File: config.mk
export PLATFORM = sky130hd
export DESIGN_NAME = irqd_cfg_regs
export DESIGN_NICKNAME = d
export VERILOG_FILES = /design/src/rtl/irqd_pkg.sv /design/src/rtl/irqd_decode.sv /design/src/rtl/irqd_prio_bank.sv /design/src/rtl/irqd_tgt_bank.sv /design/src/rtl/irqd_cfg_regs.sv
export SDC_FILE = /design/constraint.sdc
export NUM_CORES = 1
export LEC_CHECK = 0
export BUFFER_PORTS_ARGS = -buffer_cell sky130_fd_sc_hd__buf_2
export CORE_MARGIN = 3
export CORE_UTILIZATION = 50
export DETAILED_ROUTE_END_ITERATION = 8
export HOLD_SLACK_MARGIN = 0.02
export PLACE_DENSITY_LB_ADDON = 0.1
export SLEW_MARGIN = 10
export SYNTH_ARGS = -nofsm -noshare
export SYNTH_HDL_FRONTEND = slang
export SYNTH_SLANG_ARGS = --single-unit
File: constraint.sdc
create_clock -name clk -period 4.1 [get_ports clk]
set_input_delay 0.615 -clock clk [delete_from_list [all_inputs] [get_ports clk]]
set_output_delay 0.615 -clock clk [all_outputs]
set_load 0.03 [all_outputs]
File: src/rtl/irqd_pkg.sv
package irqd_pkg;

    localparam int ADDR_W  = 12;
    localparam int DATA_W  = 32;
    localparam int CPU_IDW = 3;

    typedef enum logic [1:0] {
        RGN_NONE,
        RGN_INFO,
        RGN_PRIO,
        RGN_TGT
    } region_e;

    typedef struct packed {
        region_e    rgn;
        logic       info_sel;   // 0: configuration word, 1: identification word
        logic [7:0] widx;       // word index inside a 1 KiB window
        logic [1:0] lane;       // byte lane inside the word
    } dec_t;

    typedef struct packed {
        logic              en;
        logic [3:0]        be;
        logic [DATA_W-1:0] data;
    } wr_t;

    // Configuration word: interrupt blocks of 32 minus one, CPU count minus one.
    function automatic logic [DATA_W-1:0] cfg_word(int nirq, int ncpu);
        logic [DATA_W-1:0] w;
        w      = '0;
        w[4:0] = 5'(nirq / 32 - 1);
        w[7:5] = 3'(ncpu - 1);
        return w;
    endfunction

    function automatic logic [DATA_W-1:0] lane_pick(logic [DATA_W-1:0] w, logic [1:0] l);
        return (w >> {l, 3'b000}) & 32'h0000_00FF;
    endfunction

endpackage

File: src/rtl/irqd_decode.sv
module irqd_decode
    import irqd_pkg::*;
(
    input  logic [ADDR_W-1:0] addr,
    output dec_t              dec
);

    always_comb begin
        dec.widx     = addr[9:2];
        dec.lane     = addr[1:0];
        dec.info_sel = addr[2];
        dec.rgn      = RGN_NONE;
        unique case (addr[11:10])
            2'b00:   if (addr[9:3] == 7'd0) dec.rgn = RGN_INFO;
            2'b01:   dec.rgn = RGN_PRIO;
            2'b10:   dec.rgn = RGN_TGT;
            default: dec.rgn = RGN_NONE;
        endcase
    end

endmodule

File: src/rtl/irqd_prio_bank.sv
module irqd_prio_bank
    import irqd_pkg::*;
#(
    parameter int NUM_IRQ   = 64,
    parameter int PRIO_BITS = 5
) (
    input  logic              clk,
    input  logic              rst,
    input  logic              wr_en,
    input  logic [7:0]        widx,
    input  logic [3:0]        be,
    input  logic [DATA_W-1:0] wdata,
    output logic [DATA_W-1:0] rword
);

    localparam int NUM_WORDS = NUM_IRQ / 4;
    localparam int LOW_BITS  = 8 - PRIO_BITS;

    logic [NUM_IRQ*8-1:0] flat;
    logic                 unused_wbits;

    assign unused_wbits = ^wdata;

    for (genvar i = 0; i < NUM_IRQ; i++) begin : g_irq
        logic [PRIO_BITS-1:0] q;
        always_ff @(posedge clk) begin
            if (rst)
                q <= '0;
            else if (wr_en && widx == 8'(i / 4) && be[i % 4])
                q <= wdata[(i % 4) * 8 + LOW_BITS +: PRIO_BITS];
        end
        assign flat[i*8 +: 8] = 8'(q) << LOW_BITS;
    end

    always_comb begin
        if (int'(widx) < NUM_WORDS)
            rword = flat[int'(widx) * 32 +: 32];
        else
            rword = '0;
    end

endmodule

File: src/rtl/irqd_tgt_bank.sv
module irqd_tgt_bank
    import irqd_pkg::*;
#(
    parameter int NUM_IRQ = 64,
    parameter int NUM_CPU = 4
) (
    input  logic               clk,
    input  logic               rst,
    input  logic               wr_en,
    input  logic [7:0]         widx,
    input  logic [3:0]         be,
    input  logic [DATA_W-1:0]  wdata,
    input  logic [CPU_IDW-1:0] cpu_id,
    output logic [DATA_W-1:0]  rword
);

    localparam int NUM_WORDS = NUM_IRQ / 4;
    localparam int NUM_PRIV  = 32;

    logic [NUM_IRQ*8-1:0] flat;
    logic [7:0]           own;
    logic                 unused_wbits;

    assign unused_wbits = ^wdata;

    always_comb own = (int'(cpu_id) < NUM_CPU) ? (8'd1 << cpu_id) : 8'd0;

    for (genvar i = 0; i < NUM_IRQ; i++) begin : g_irq
        if (i < NUM_PRIV) begin : g_priv
            assign flat[i*8 +: 8] = own;
        end else begin : g_shared
            logic [NUM_CPU-1:0] q;
            always_ff @(posedge clk) begin
                if (rst)
                    q <= '0;
                else if (wr_en && widx == 8'(i / 4) && be[i % 4])
                    q <= wdata[(i % 4) * 8 +: NUM_CPU];
            end
            assign flat[i*8 +: 8] = 8'(q);
        end
    end

    always_comb begin
        if (int'(widx) < NUM_WORDS)
            rword = flat[int'(widx) * 32 +: 32];
        else
            rword = '0;
    end

endmodule

File: src/rtl/irqd_cfg_regs.sv
module irqd_cfg_regs
    import irqd_pkg::*;
#(
    parameter int          NUM_IRQ   = 64,   // multiple of 32, 32..1024
    parameter int          NUM_CPU   = 4,    // 1..8
    parameter int          PRIO_BITS = 5,    // 4..8
    parameter logic [31:0] ID_VALUE  = 32'h0043_B0A1
) (
    input  logic               clk,
    input  logic               rst,
    input  logic               req,
    input  logic               we,
    input  logic               byte_acc,
    input  logic [ADDR_W-1:0]  addr,
    input  logic [DATA_W-1:0]  wdata,
    input  logic [CPU_IDW-1:0] cpu_id,
    output logic               rvalid,
    output logic [DATA_W-1:0]  rdata
);

    localparam logic [DATA_W-1:0] CFG_VALUE = cfg_word(NUM_IRQ, NUM_CPU);
    localparam logic [7:0]        PRIO_BYTE = 8'(255 << (8 - PRIO_BITS));
    localparam logic [7:0]        TGT_BYTE  = 8'((1 << NUM_CPU) - 1);
    localparam logic [DATA_W-1:0] PRIO_KEEP = {4{PRIO_BYTE}};
    localparam logic [DATA_W-1:0] TGT_KEEP  = {4{TGT_BYTE}};

    dec_t              dec;
    wr_t               wr;
    logic [DATA_W-1:0] prio_word;
    logic [DATA_W-1:0] tgt_word;
    logic [DATA_W-1:0] word;

    irqd_decode u_dec (
        .addr (addr),
        .dec  (dec)
    );

    always_comb begin
        wr.en   = req && we;
        wr.be   = byte_acc ? (4'd1 << dec.lane) : 4'hF;
        wr.data = byte_acc ? {4{wdata[7:0]}} : wdata;
    end

    irqd_prio_bank #(
        .NUM_IRQ   (NUM_IRQ),
        .PRIO_BITS (PRIO_BITS)
    ) u_prio (
        .clk   (clk),
        .rst   (rst),
        .wr_en (wr.en && dec.rgn == RGN_PRIO),
        .widx  (dec.widx),
        .be    (wr.be),
        .wdata (wr.data),
        .rword (prio_word)
    );

    irqd_tgt_bank #(
        .NUM_IRQ (NUM_IRQ),
        .NUM_CPU (NUM_CPU)
    ) u_tgt (
        .clk    (clk),
        .rst    (rst),
        .wr_en  (wr.en && dec.rgn == RGN_TGT),
        .widx   (dec.widx),
        .be     (wr.be),
        .wdata  (wr.data),
        .cpu_id (cpu_id),
        .rword  (tgt_word)
    );

    always_comb begin
        unique case (dec.rgn)
            RGN_INFO: word = dec.info_sel ? ID_VALUE : CFG_VALUE;
            RGN_PRIO: word = prio_word;
            RGN_TGT:  word = tgt_word;
            default:  word = '0;
        endcase
    end

    always_ff @(posedge clk) begin
        if (rst) begin
            rvalid <= 1'b0;
            rdata  <= '0;
        end else begin
            rvalid <= req && !we;
            if (req && !we)
                rdata <= byte_acc ? lane_pick(word, dec.lane) : word;
        end
    end


    rvalid_timing_chk: assert property (@(posedge clk) disable iff (rst)
        rvalid == $past(req && !we));


    cfg_word_chk: assert property (@(posedge clk) disable iff (rst)
        $past(req && !we && !byte_acc && addr == 12'h000) |-> rdata == CFG_VALUE);


    ident_word_chk: assert property (@(posedge clk) disable iff (rst)
        $past(req && !we && !byte_acc && addr == 12'h004) |-> rdata == ID_VALUE);


    prio_low_zero_chk: assert property (@(posedge clk) disable iff (rst)
        $past(req && !we && addr[11:10] == 2'b01) |-> (rdata & ~PRIO_KEEP) == '0);


    prio_beyond_chk: assert property (@(posedge clk) disable iff (rst)
        $past(req && !we && addr[11:10] == 2'b01 && int'(addr[9:0]) >= NUM_IRQ) |-> rdata == '0);


    tgt_cpu_mask_chk: assert property (@(posedge clk) disable iff (rst)
        $past(req && !we && addr[11:10] == 2'b10) |-> (rdata & ~TGT_KEEP) == '0);


    tgt_private_chk: assert property (@(posedge clk) disable iff (rst)
        $past(req && !we && byte_acc && addr[11:10] == 2'b10 && addr[9:5] == 5'd0) |->
        rdata == ((int'($past(cpu_id)) < NUM_CPU) ? (32'd1 << $past(cpu_id)) : 32'd0));

endmodule

# Word-level counts from Yosys, hierarchy flattened
# Index checks and enable logic that the tools add are counted.
# totals
reg_bits	481
input_bits	52
output_inout_bits	33
wordCells	263
# classes
magnitude_cmp	2
n_eq_ne	20
shifts	5
n_mux	10
reduce_logical	128
# ops
operator	count
$shiftx 512x14->32	2
$mux 32	4
$logic_and 1x1->1	124
$pmux 32 s3	1
$eq 8x4->1 const B	8
$eq 8x3->1 const B	4
$shr 32x5->8	1
$mux 23	1
$eq 8x2->1 const B	2
$eq 8x1->1 const B	1
$logic_not 8->1	1
$lt 8x5->1 const B	1
$mux 8	1
$shl 1x3->8 const A	1
$logic_not 7->1	1
$eq 2x2->1 const B	3
$pmux 2 s3	1
$eq 2x1->1 const B	2
$mux 4	1
$shl 1x2->4 const A	1
$lt 3x3->1 const B	1
$logic_not 2->1	1
$logic_not 1->1	1
$mux 1	1

# Depth between registers and ports, before layout
# Gate-level depths: netlist (run 1).
# depth
depth_word	7
mapped_depth	10
ltp_nobuf	8

# Cells and area by module
# From an unflattened synthesis (run 1), not the netlist that was laid out.
# hier_totals
cells_unflattened	2344
hier_area_um2	25415.6
# by_module_without_submodules
module	instances	cells_each	area_per_inst_um2	seq_area_each_um2
irqd_prio_bank	1	1389	16303.1	6406.1
irqd_tgt_bank	1	646	6588.8	2562.5
irqd_cfg_regs	1	291	2387.3	660.6
irqd_decode	1	18	136.4	0.0

# Worst setup path after synthesis (run 1)
# No wires, ideal clock.
# synth_timing
kind	input port to flip-flop
from	in addr[2]
to	reg rdata[5]
setup_time_ns	0.141
arrival_time_ns	2.341
required_ns	3.959
setup_slack_ns	1.618
stages	8
path_buffers	2
path_cell_list	buf_6 > buf_6 > mux4_2 > mux2i_1 > o22ai_1 > nor2b_1 > a2111oi_0 > a221oi_2
# synth_between
elab_chain_cells	5
word_cells_on_any_way	9
cone_classes	order compare: 1; shift: 3; mux: 5
# synth_rtl
element	line	text
start, declared	irqd_cfg_regs.sv:14	input logic [ADDR_W-1:0] addr,
$shiftx 512x14->32, or another cell as far along	irqd_tgt_bank.sv:45	rword = flat[int'(widx) * 32 +: 32];
$mux 32, on equally long branches	irqd_tgt_bank.sv:44, irqd_prio_bank.sv:36	
$pmux 32 s3 (*)	irqd_cfg_regs.sv:72	unique case (dec.rgn)
$shr 32x5->8	irqd_pkg.sv:37	return (w >> {l, 3'b000}) & 32'h0000_00FF;
$mux 32 (*)	irqd_cfg_regs.sv:87	rdata <= byte_acc ? lane_pick(word, dec.lane) : word;
end signal, assigned	irqd_cfg_regs.sv:87	
end, declared	irqd_cfg_regs.sv:18	output logic [DATA_W-1:0] rdata
# Mark *: on every way between the ends. The rest lies on a longest branch, timed or not.
# A chain may end at the register's enable or synchronous reset.

# Worst setup path in the final report (run 1)
# layout_timing
from	in addr[3]
to	reg u_prio.g_irq[5].q[0]
# layout_between
elab_chain_cells	7
word_cells_on_any_way	8
cone_classes	eq/ne: 2; mux: 2; reduce/logical: 4
# layout_rtl
element	line	text
$logic_not 7->1	irqd_decode.sv:14	2'b00: if (addr[9:3] == 7'd0) dec.rgn = RGN_INFO;
$mux 1	irqd_decode.sv:14	
$pmux 2 s3	irqd_decode.sv:13	unique case (addr[11:10])
$eq 2x2->1	irqd_cfg_regs.sv:50	.wr_en (wr.en && dec.rgn == RGN_PRIO),
$logic_and 1x1->1	irqd_cfg_regs.sv:50	
$logic_and 1x1->1 (*) (2 in series)	irqd_prio_bank.sv:29	else if (wr_en && widx == 8'(i / 4) && be[i % 4])
end signal, assigned	irqd_prio_bank.sv:30	q <= wdata[(i % 4) * 8 + LOW_BITS +: PRIO_BITS];
end, declared	irqd_prio_bank.sv:25	logic [PRIO_BITS-1:0] q;
# Marked as above.

==> flow_metrics.env, run 1 <==
export IMPL_hold_ws_ps=361
export IMPL_drc_errors=0
export IMPL_postCtsSetupBuffers=0
export IMPL_power_frac_comb_pct=6.5
export IMPL_regArea_mm2=0.00963
export IMPL_synthTopCellsByArea="dfxtp_1 44%, a211oi_1 9.9%, mux4_2 8.7%, mux2i_1 7.6%, nor2_1 7.6%"
export IMPL_clkTransAtPathRegs_ps=60
export IMPL_finalSetupTns_ps=0
export IMPL_grt_max_degree=165
export IMPL_finalSetupViolCount=0
export IMPL_wl_um=68100
export IMPL_ant_nets=0
export IMPL_tightestPinTransition_ps=1120
export IMPL_max_stage_delay_ps=880
export IMPL_cp_max_fo=21
export IMPL_post_drt_wl_per_cell_um=23.2
export IMPL_dieArea_mm2=0.0460
export IMPL_path_buf_inv=1
export IMPL_cts_root_buffer="clkbuf_16"
export IMPL_yosysUniqueCellTypes=71
export IMPL_path_cells="buf_4 > nor2_1 > nand3_2 > nor2_2 > nor2_1 > a211oi_1"
export IMPL_nets=2373
export IMPL_die_width_um=214
export IMPL_grt_pass1_vias=17500
export IMPL_antenna_cells=0
export IMPL_drv_cap=0
export IMPL_peakVddDrop_mv=0.297
export IMPL_cts_hold_fix_buffers=0
export IMPL_multiInputGateArea_mm2=0.0112
export IMPL_clockPowerShare_pct=47.7
export IMPL_dp_hpwl_um=45900
export IMPL_power_switching_uw=2450
export IMPL_final_cell_mix="481 x dfxtp_1, 440 x nor2_1, 285 x a211oi_1"
export IMPL_p_sw_share_pct=24.0
export IMPL_cts_tree="done"
export IMPL_slew_viol_final=0
export IMPL_drt_iter0_markers=1835
export IMPL_synth_seq_area_share_pct=44.3
export IMPL_finalClockSkew_ps=21.1
export IMPL_drtPass1Iterations=5
export IMPL_crit_family="simple AND/OR/NAND/NOR gates"
export IMPL_yosys_register_bits=481
export IMPL_yosys_warnings=0
export IMPL_p_int_uw=7770
export IMPL_grt_ovfl_total=0
export IMPL_synth_top_area_share_pct=44.3
export IMPL_mappedNetlistNets=2362
export IMPL_cp_arrival_ps=3230
export IMPL_num_fill_cells=3804
export IMPL_async_reset_ff_share_pct=0
export IMPL_crit_type="in -> reg"
export IMPL_post_route_min_period_ps=2730
export IMPL_htree_levels=2
export IMPL_leakagePower_uw=0.00839
export IMPL_crit_slowest_cell="nor2_1"
export IMPL_vias=18100
export IMPL_hold_path_class="in -> reg"
export IMPL_rows=75
export IMPL_relSlewSlack_pct=25.6
export IMPL_avgSynthCellArea_um2=9.41
export IMPL_areaGrowthSynthToFinish_pct=11.9
export IMPL_insertion_delay_ps=610
export IMPL_core_area_mm2=0.0424
export IMPL_ios=85
export IMPL_rsz0062_at_grt="false"
export IMPL_avgViaCountPerCell=6.15
export IMPL_synth_top_cell_by_area="dfxtp_1"
export IMPL_final_common_cell="dfxtp_1"
export IMPL_clock_path_buffers=3
export IMPL_synth_edf_count=0
export IMPL_grt_pass1_wl_um=105000
export IMPL_syn_inst=2307
export IMPL_cts_buffers=52
export IMPL_endpoint_kind="flip-flop"
export IMPL_routabilityCongestion=0.921
export IMPL_hold_viol_final=0
export IMPL_start_util_pct=51.2
export IMPL_status="finished clean"
export IMPL_layout_drive_gt1_share_pct=16.0
export IMPL_cpMostUsedCell="nor2_1"
export IMPL_power_share_sequential_pct=45.8
export IMPL_timing_fmax_mhz=366
export IMPL_fp_dieH_um=214
export IMPL_port_buffers=84
export IMPL_fin_crit_sh_pct=66.6
export IMPL_startpoint_type="input pin"
export IMPL_worstPathRequired_ps=4600
export IMPL_clkSinkCount=481
export IMPL_track_usage_pct=28.9
export IMPL_post_cts_resized=0
export IMPL_antenna_found_initial=2
export IMPL_powerDensity_mw_per_mm2=421
export IMPL_ys_flop_type="dfxtp_1"
export IMPL_netlist_area_mm2=0.0217
[power groups by stage]
stage	logic, µW	registers [µW]	clock network (µW)
floorplan	432	4790	0
global route	702	4680	5130
CTS	655	4680	4940
detailed placement	653	4790	0
finish	666	4680	4880
global placement	648	4790	0
[kinds of logic after synthesis]
| logic type | after synthesis | synth area share (%) |
|---|---|---|
| AOI/OAI and AO/OA | 611 | 18.9 |
| buffers and inverters | 205 | 4.30 |
| adders and majority gates | 3 | 0.173 |
| and+or+nand+nor | 757 | 15.9 |
| DFF | 481 | 44.3 |
| muxes | 250 | 16.4 |
[per-layer routing]
layer	up-vias	track usage (%)	share of wire (%)
met4	2	9.34	3.1
met5	-	0	0.018
met2	751	43.4	44
met1	8771	41.3	44
li1	8415	-	-
met3	128	6.77	8.9
[area by class of cell]
type,count,area share [%]
flip-flops and latches,481,39.6
repair buffers,135,3.70
inverters,27,0.417
well taps,577,2.97
multi-input cells,1621,46.0
clock inverters,19,1.06
clock buffers,79,6.23
[stage by stage]
stage | util, % | setup WS, ps | cell area (µm²) | total power, µW | std cells
after floorplan | - | 1620 | 21700 | 5220 | 2307
after global placement | 53.1 | 916 | 22500 | 5430 | 2841
after CTS | 57.3 | 1470 | 24300 | 10300 | 2939
after global routing | 57.3 | 1250 | 24300 | 10500 | 2939
after detailed placement | 53.1 | 826 | 22500 | 5440 | 2841
final | 57.3 | 1370 | 24300 | 10200 | 2939
[cells in the mapped netlist (8+ instances only)]
cell	n
dfxtp_1	481
nor2_1	440
a211oi_1	285
mux2i_1	165
nand2_1	156
clkbuf_1	126
a21oi_1	110
o21ai_0	99
mux4_2	84
a22oi_1	42
nand3_1	31
nor2_2	28
inv_1	26
buf_2	23
o21a_1	22
or3_1	18
buf_4	12
buf_6	12
nor2_4	12
nor2b_1	8
[registers in the layout, indices dropped and copies added (netlist names)]
name,cells
u_prio.g_irq.q,320
rdata,32
u_tgt.g_irq.g_shared.q,128
rvalid,1
[worst min-delay path, stage by stage]
cell and delay, ps:
buf_2 160, nand2_1 70, a21oi_1 50
[path summary, 6_finish.rpt]
path                               from                       endpoint  slack, ps  cells past startpoint
hold reg to reg               rdata[24]                      rdata[24]        450                      2
setup / recovery                addr[3]           u_prio.g_irq[5].q[0]       1370                      6
setup reg to reg  u_prio.g_irq[13].q[4]                       rdata[7]       1970                      6
hold / removal                 wdata[1]  u_tgt.g_irq[56].g_shared.q[1]        360                      3
Power figures use the tool's default switching activity.
==> run 2, diff against run 1 <==
- clock period: 4.1 -> 2.5 ns (I/O delays scaled with it)
==> run 2 against run 1 <==
Effect of this change:
- setup slack worse by 990 ps
- clock power is 63% higher
- combinational power is 85% higher
- routed wire length is 1.7% higher
- register-to-register slack worse by 1600 ps
- via count is 3.5% higher
- worst hold slack worse by 220 ps
- clock skew is 7.3 ps lower
- first-iteration DRC count is 5.4% higher
- die area stayed put
- non-clock buffer count is 179 higher
- largest cell class unchanged
==> flow_metrics.env, run 2 (synthesized netlist as in run 1, its figures left out) <==
export IMPL_status="finished clean"
export IMPL_postCtsSetupBuffers=0
export IMPL_endpoint_kind="flip-flop"
export IMPL_drt_iter0_markers=1934
export IMPL_largest_register="u_prio.g_irq.q"
export IMPL_ios=85
export IMPL_port_buffers=84
export IMPL_fin_crit_sh_pct=84.7
export IMPL_areaGrowthSynthToFinish_pct=20.0
export IMPL_r2r_cells=6
export IMPL_endpoint="u_prio.g_irq[9].q[1]"
export IMPL_ff2ff_setup_slack_ps=400
export IMPL_post_drt_wl_per_cell_um=22.3
export IMPL_startpoint_type="input pin"
export IMPL_reg_top3="u_prio.g_irq.q: 320 flops, u_tgt.g_irq.g_shared.q: 128 flops, rdata: 32 flops"
export IMPL_hold_path_class="in -> reg"
export IMPL_clkTransAtPathRegs_ps=60
export IMPL_dp_cells=3019
export IMPL_grt_max_degree=214
export IMPL_post_route_min_period_ps=2120
export IMPL_wl_um=69200
export IMPL_nets=2551
export IMPL_antenna_cells=0
export IMPL_fp_dieH_um=214
export IMPL_antenna_found_initial=1
export IMPL_drv_cap=0
export IMPL_avgViaCountPerCell=6.02
export IMPL_num_fill_cells=3612
export IMPL_stdcell_area_mm2=0.0261
export IMPL_layout_drive_gt1_share_pct=22.0
export IMPL_stdcell_count=3107
export IMPL_cts_root_buffer="clkbuf_16"
export IMPL_cts_tree="done"
export IMPL_die_width_um=214
export IMPL_timing_fmax_mhz=472
export IMPL_final_common_cell="dfxtp_1"
export IMPL_final_util_pct=61.4
export IMPL_final_cell_mix="481 x dfxtp_1, 440 x nor2_1, 285 x a211oi_1"
export IMPL_ant_nets=0
export IMPL_cp_max_fo=11
export IMPL_cts_buffers=51
export IMPL_drc_errors=0
export IMPL_dp_hpwl_um=49000
export IMPL_largest_reg_flops=320
export IMPL_crit_type="in -> reg"
export IMPL_slew_viol_final=0
export IMPL_clkSinkCount=481
export IMPL_routabilityCongestion=0.945
export IMPL_leakagePower_uw=0.00938
export IMPL_hold_viol_final=0
export IMPL_rsz0062_at_grt="false"
export IMPL_placedInstanceArea_mm2=0.0243
export IMPL_relSlewSlack_pct=30.3
export IMPL_rows=75
export IMPL_drtPass1Iterations=5
export IMPL_grt_pass1_vias=18000
export IMPL_tightestPinTransition_ps=1050
export IMPL_peakVddDrop_mv=0.465
export IMPL_core_area_mm2=0.0424
export IMPL_worstPathRequired_ps=2980
export IMPL_start_util_pct=51.2
export IMPL_grt_ovfl_total=0
export IMPL_finalSetupViolCount=0
export IMPL_dieArea_mm2=0.0460
export IMPL_htree_levels=2
export IMPL_track_usage_pct=29.6
export IMPL_worstReg2RegStart="u_prio.g_irq[13].q[4]"
export IMPL_worst_r2r_endpoint="rdata[7]"
export IMPL_powerDensity_mw_per_mm2=647
export IMPL_insertion_delay_ps=590
export IMPL_cp_arrival_ps=2600
export IMPL_finalClockSkew_ps=13.8
export IMPL_clock_path_buffers=3
export IMPL_grt_pass1_wl_um=108000
export IMPL_vias=18700
export IMPL_crit_start="addr[5]"
[run 2: cell count changes in the layout (fill, tap and decap cells not counted), moves of 2 or more]
cell | previous run | this run
buf_4 | 46 | 190
buf_12 | 6 | 40
clkbuf_1 | 17 | 7
clkbuf_8 | 10 | 14
clkinv_2 | 9 | 7
inv_6 | 2 | 0
[run 2: worst min path at each step]
stage | start | to | slack (ps) | depth (start not counted)
6_report | wdata[2] | u_tgt.g_irq[56].g_shared.q[2] | 140 | 3
5_1_grt | wdata[2] | u_tgt.g_irq[56].g_shared.q[2] | 150 | 3
4_1_cts | wdata[2] | u_tgt.g_irq[56].g_shared.q[2] | 120 | 3
3_5_place_dp | u_prio.g_irq[63].q[1] | u_prio.g_irq[63].q[1] | 440 | 2
3_3_place_gp | u_prio.g_irq[63].q[1] | u_prio.g_irq[63].q[1] | 440 | 2
2_1_floorplan | u_prio.g_irq[53].q[1] | u_prio.g_irq[53].q[1] | 430 | 2
[run 2: layer usage]
metal	global-route usage, %	routed length, µm	vias to the layer above	share of wire [%]
li1	-	-	8776	-
met1	43.6	31500	9092	45
met2	44.7	30600	708	44
met3	4.49	5200	122	7.5
met4	9.67	1930	2	2.8
met5	0	13	-	0.019
[run 2: final cells by class]
cell class	count	area, µm²	share of cell area [%]
Timing Repair Buffer	314	2670	10.3
Clock buffer	73	1530	5.88
Sequential cell	481	9630	37.0
Multi-Input combinational cell	1621	11200	42.9
Inverter	27	101	0.389
Tap cell	577	722	2.77
Clock inverter	14	223	0.855
[run 2: critical path, stage by stage]
cell	delay (ps)
buf_2	200
inv_1	320
buf_4	290
nand2_1	90
or3_1	530
buf_4	230
nor2_2	120
buf_12	140
nor2_1	40
a211oi_1	240
[run 2: where the power goes]
| group | total [µW] | internal, µW | switching, µW |
|---|---|---|---|
| Clock | 7950 | 4840 | 3110 |
| Sequential | 7680 | 7670 | 8.62 |
| Combinational | 1230 | 387 | 843 |
| Total | 16900 | 12900 | 3960 |
[run 2: stage by stage]
stage / power, µW / TNS, ps / setup WS, ps / hold slack, ps
final: 16900 / 0 / 382 / 144
after global routing: 17400 / 0 / 218 / 151
after CTS: 16900 / 0 / 408 / 116
after detailed placement: 9050 / -2930 / -190 / 443
after global placement: 9040 / -2180 / -180 / 439
after floorplan: 8560 / 0 / 258 / 429
[run 2: repair_timing]
| action | in CTS | in global routing |
|---|---|---|
| hold endpoints to repair | 2 | 0 |
| gates resized for setup | 0 | 0 |
| hold buffers | 1 | 0 |
==> run 3, diff against run 2 <==
- clock period: 2.5 -> 2.1 ns (I/O delays scaled with it)
==> run 3 against run 2 <==
Effect of this change:
- critical path depth fell by 4
- clock power grew 21%
- combinational power rose by 28%
- register-to-register slack got worse by 370 ps
- global-route usage is 0.094 points higher
- utilization rose by 2.1 points
- die area did not move
- non-clock buffer count grew 102
- final cell count up 3.4%
- flip-flop and latch count is the same
- first-iteration DRC count down 7.7%
- critical endpoint is now rdata[5]
==> flow_metrics.env, run 3 (synthesized netlist as in run 1, its figures left out) <==
export IMPL_clkSinkCount=481
export IMPL_largest_register="u_prio.g_irq.q"
export IMPL_track_usage_pct=29.7
export IMPL_die_width_um=214
export IMPL_clock_path_buffers=3
export IMPL_finalSetupViolCount=0
export IMPL_postCtsSetupBuffers=0
export IMPL_post_route_min_period_ps=2070
export IMPL_drtPass1Iterations=7
export IMPL_min_delay_start="wdata[1]"
export IMPL_regArea_mm2=0.00963
export IMPL_hold_path_class="in -> reg"
export IMPL_whs_endpoint="u_tgt.g_irq[48].g_shared.q[1]"
export IMPL_layout_drive_gt1_share_pct=25.2
export IMPL_crit_family="compound AO/OA/AOI/OAI gates"
export IMPL_endpoint_kind="flip-flop"
export IMPL_path_cells="mux4_2 > and2_1 > a211oi_1 > a2111oi_0 > a2111oi_2 > a221oi_2"
export IMPL_relSlewSlack_pct=33.6
export IMPL_start_util_pct=51.2
export IMPL_cp_max_fo=2
export IMPL_ios=85
export IMPL_dieArea_mm2=0.0460
export IMPL_slew_viol_final=0
export IMPL_max_stage_delay_ps=850
export IMPL_nets=2654
export IMPL_wl_um=70000
export IMPL_powerDensity_mw_per_mm2=754
export IMPL_port_buffers=84
export IMPL_grt_pass1_wl_um=108000
export IMPL_avgViaCountPerCell=5.92
export IMPL_cts_buffers=52
export IMPL_final_cell_mix="481 x dfxtp_1, 440 x nor2_1, 287 x buf_4"
export IMPL_path_buf_inv=0
export IMPL_timing_fmax_mhz=483
export IMPL_core_area_mm2=0.0424
export IMPL_antenna_found_initial=1
export IMPL_status="finished clean"
export IMPL_rows=75
export IMPL_finalWorstSetupSlack_ps=29.0
export IMPL_cts_tree="done"
export IMPL_stdcell_count=3213
export IMPL_drc_errors=0
export IMPL_drv_cap=0
export IMPL_vias=19000
export IMPL_htree_levels=2
export IMPL_worstReg2RegStart="u_prio.g_irq[4].q[2]"
export IMPL_leakagePower_uw=0.00993
export IMPL_insertion_delay_ps=610
export IMPL_fp_dieH_um=214
export IMPL_grt_pass1_vias=18400
export IMPL_cts_root_buffer="clkbuf_16"
export IMPL_peakVddDrop_mv=0.588
export IMPL_dpl_worst_slack_ps=-544
export IMPL_clkTransAtPathRegs_ps=60
export IMPL_hold_viol_final=0
export IMPL_areaGrowthSynthToFinish_pct=24.1
export IMPL_post_drt_wl_per_cell_um=21.8
export IMPL_startpoint_type="flip-flop"
export IMPL_drt_iter0_markers=1786
export IMPL_num_fill_cells=3585
export IMPL_grt_max_degree=179
export IMPL_cp_arrival_ps=2600
export IMPL_grt_ovfl_total=0
export IMPL_dp_hpwl_um=50300
export IMPL_dp_cells=3120
export IMPL_tightestPinTransition_ps=972
export IMPL_whs_path_depth=3
export IMPL_r2r_cells=6
export IMPL_worst_r2r_endpoint="rdata[5]"
export IMPL_ant_nets=0
export IMPL_worstPathRequired_ps=2630
export IMPL_crit_slowest_cell="a2111oi_0"
export IMPL_fin_crit_sh_pct=98.6
export IMPL_reg_top3="u_prio.g_irq.q: 320 flops, u_tgt.g_irq.g_shared.q: 128 flops, rdata: 32 flops"
export IMPL_crit_type="reg -> reg"
export IMPL_largest_reg_flops=320
export IMPL_power_uw=20300
export IMPL_finalClockSkew_ps=28.2
export IMPL_multiInputGateArea_mm2=0.0112
export IMPL_routabilityCongestion=0.934
export IMPL_ff2ff_setup_slack_ps=30
export IMPL_final_common_cell="dfxtp_1"
run 3: layer usage:
metal	vias up	track usage [%]	part of all wire, %
met5	-	0	0
met4	0	10.6	3.4
met3	129	5.82	8.0
met2	685	45.2	44
met1	9230	42.2	44
li1	8978	-	-
run 3: layout make-up:
type                    count  share of cell area (%)
diodes                      1                 0.00929
multi-input cells        1621                    41.6
clock buffers              71                    5.70
well taps                 577                    2.68
clock inverters            19                   0.985
inverters                  27                   0.376
flip-flops and latches    481                    35.7
repair buffers            416                    13.0
run 3: worst max path at each step:
stage	startpoint	to	slack [ps]	cells past startpoint
global placement	addr[2]	rdata[5]	-530	8
CTS	u_prio.g_irq[61].q[4]	rdata[7]	30	6
global route	u_prio.g_irq[4].q[2]	rdata[5]	-60	6
finish	u_prio.g_irq[4].q[2]	rdata[5]	30	6
detailed placement	addr[2]	rdata[5]	-540	8
floorplan	addr[5]	rdata[5]	-20	8
run 3: timing repair:
item	4_1_cts	5_1_grt
resized for setup	0	5
hold endpoints to repair	3	0
endpoints found under the setup margin	0	3
hold buffers	2	0
run 3: per-stage QoR:
step / utilization, % / hold slack (ps) / setup TNS [ps] / cell area, µm²
4_1_cts: 63.5 / 41.9 / 0 / 26900
6_report: 63.5 / 68.5 / 0 / 26900
2_1_floorplan: - / 429 / -22.2 / 21700
3_5_place_dp: 59.2 / 444 / -108300 / 25100
3_3_place_gp: 59.2 / 436 / -96640 / 25100
5_1_grt: 63.5 / 86.1 / -62.3 / 26900
run 3: power by group:
part           switching, µW  leakage [µW]  total (µW)  internal [µW]
registers               10.0       0.00387        9140           9130
clock network           3780      0.000895        9610           5820
logic                   1020       0.00516        1580            555
total                   4810       0.00993       20300          15500
run 3: tightest hold or removal path: cells and delay by family:
| kind | cells | cell delay, ps |
|---|---|---|
| AO/OA/AOI/OAI | 1 | 50 |
| AND/OR/NAND/NOR | 1 | 80 |
| buffers and inverters | 1 | 180 |
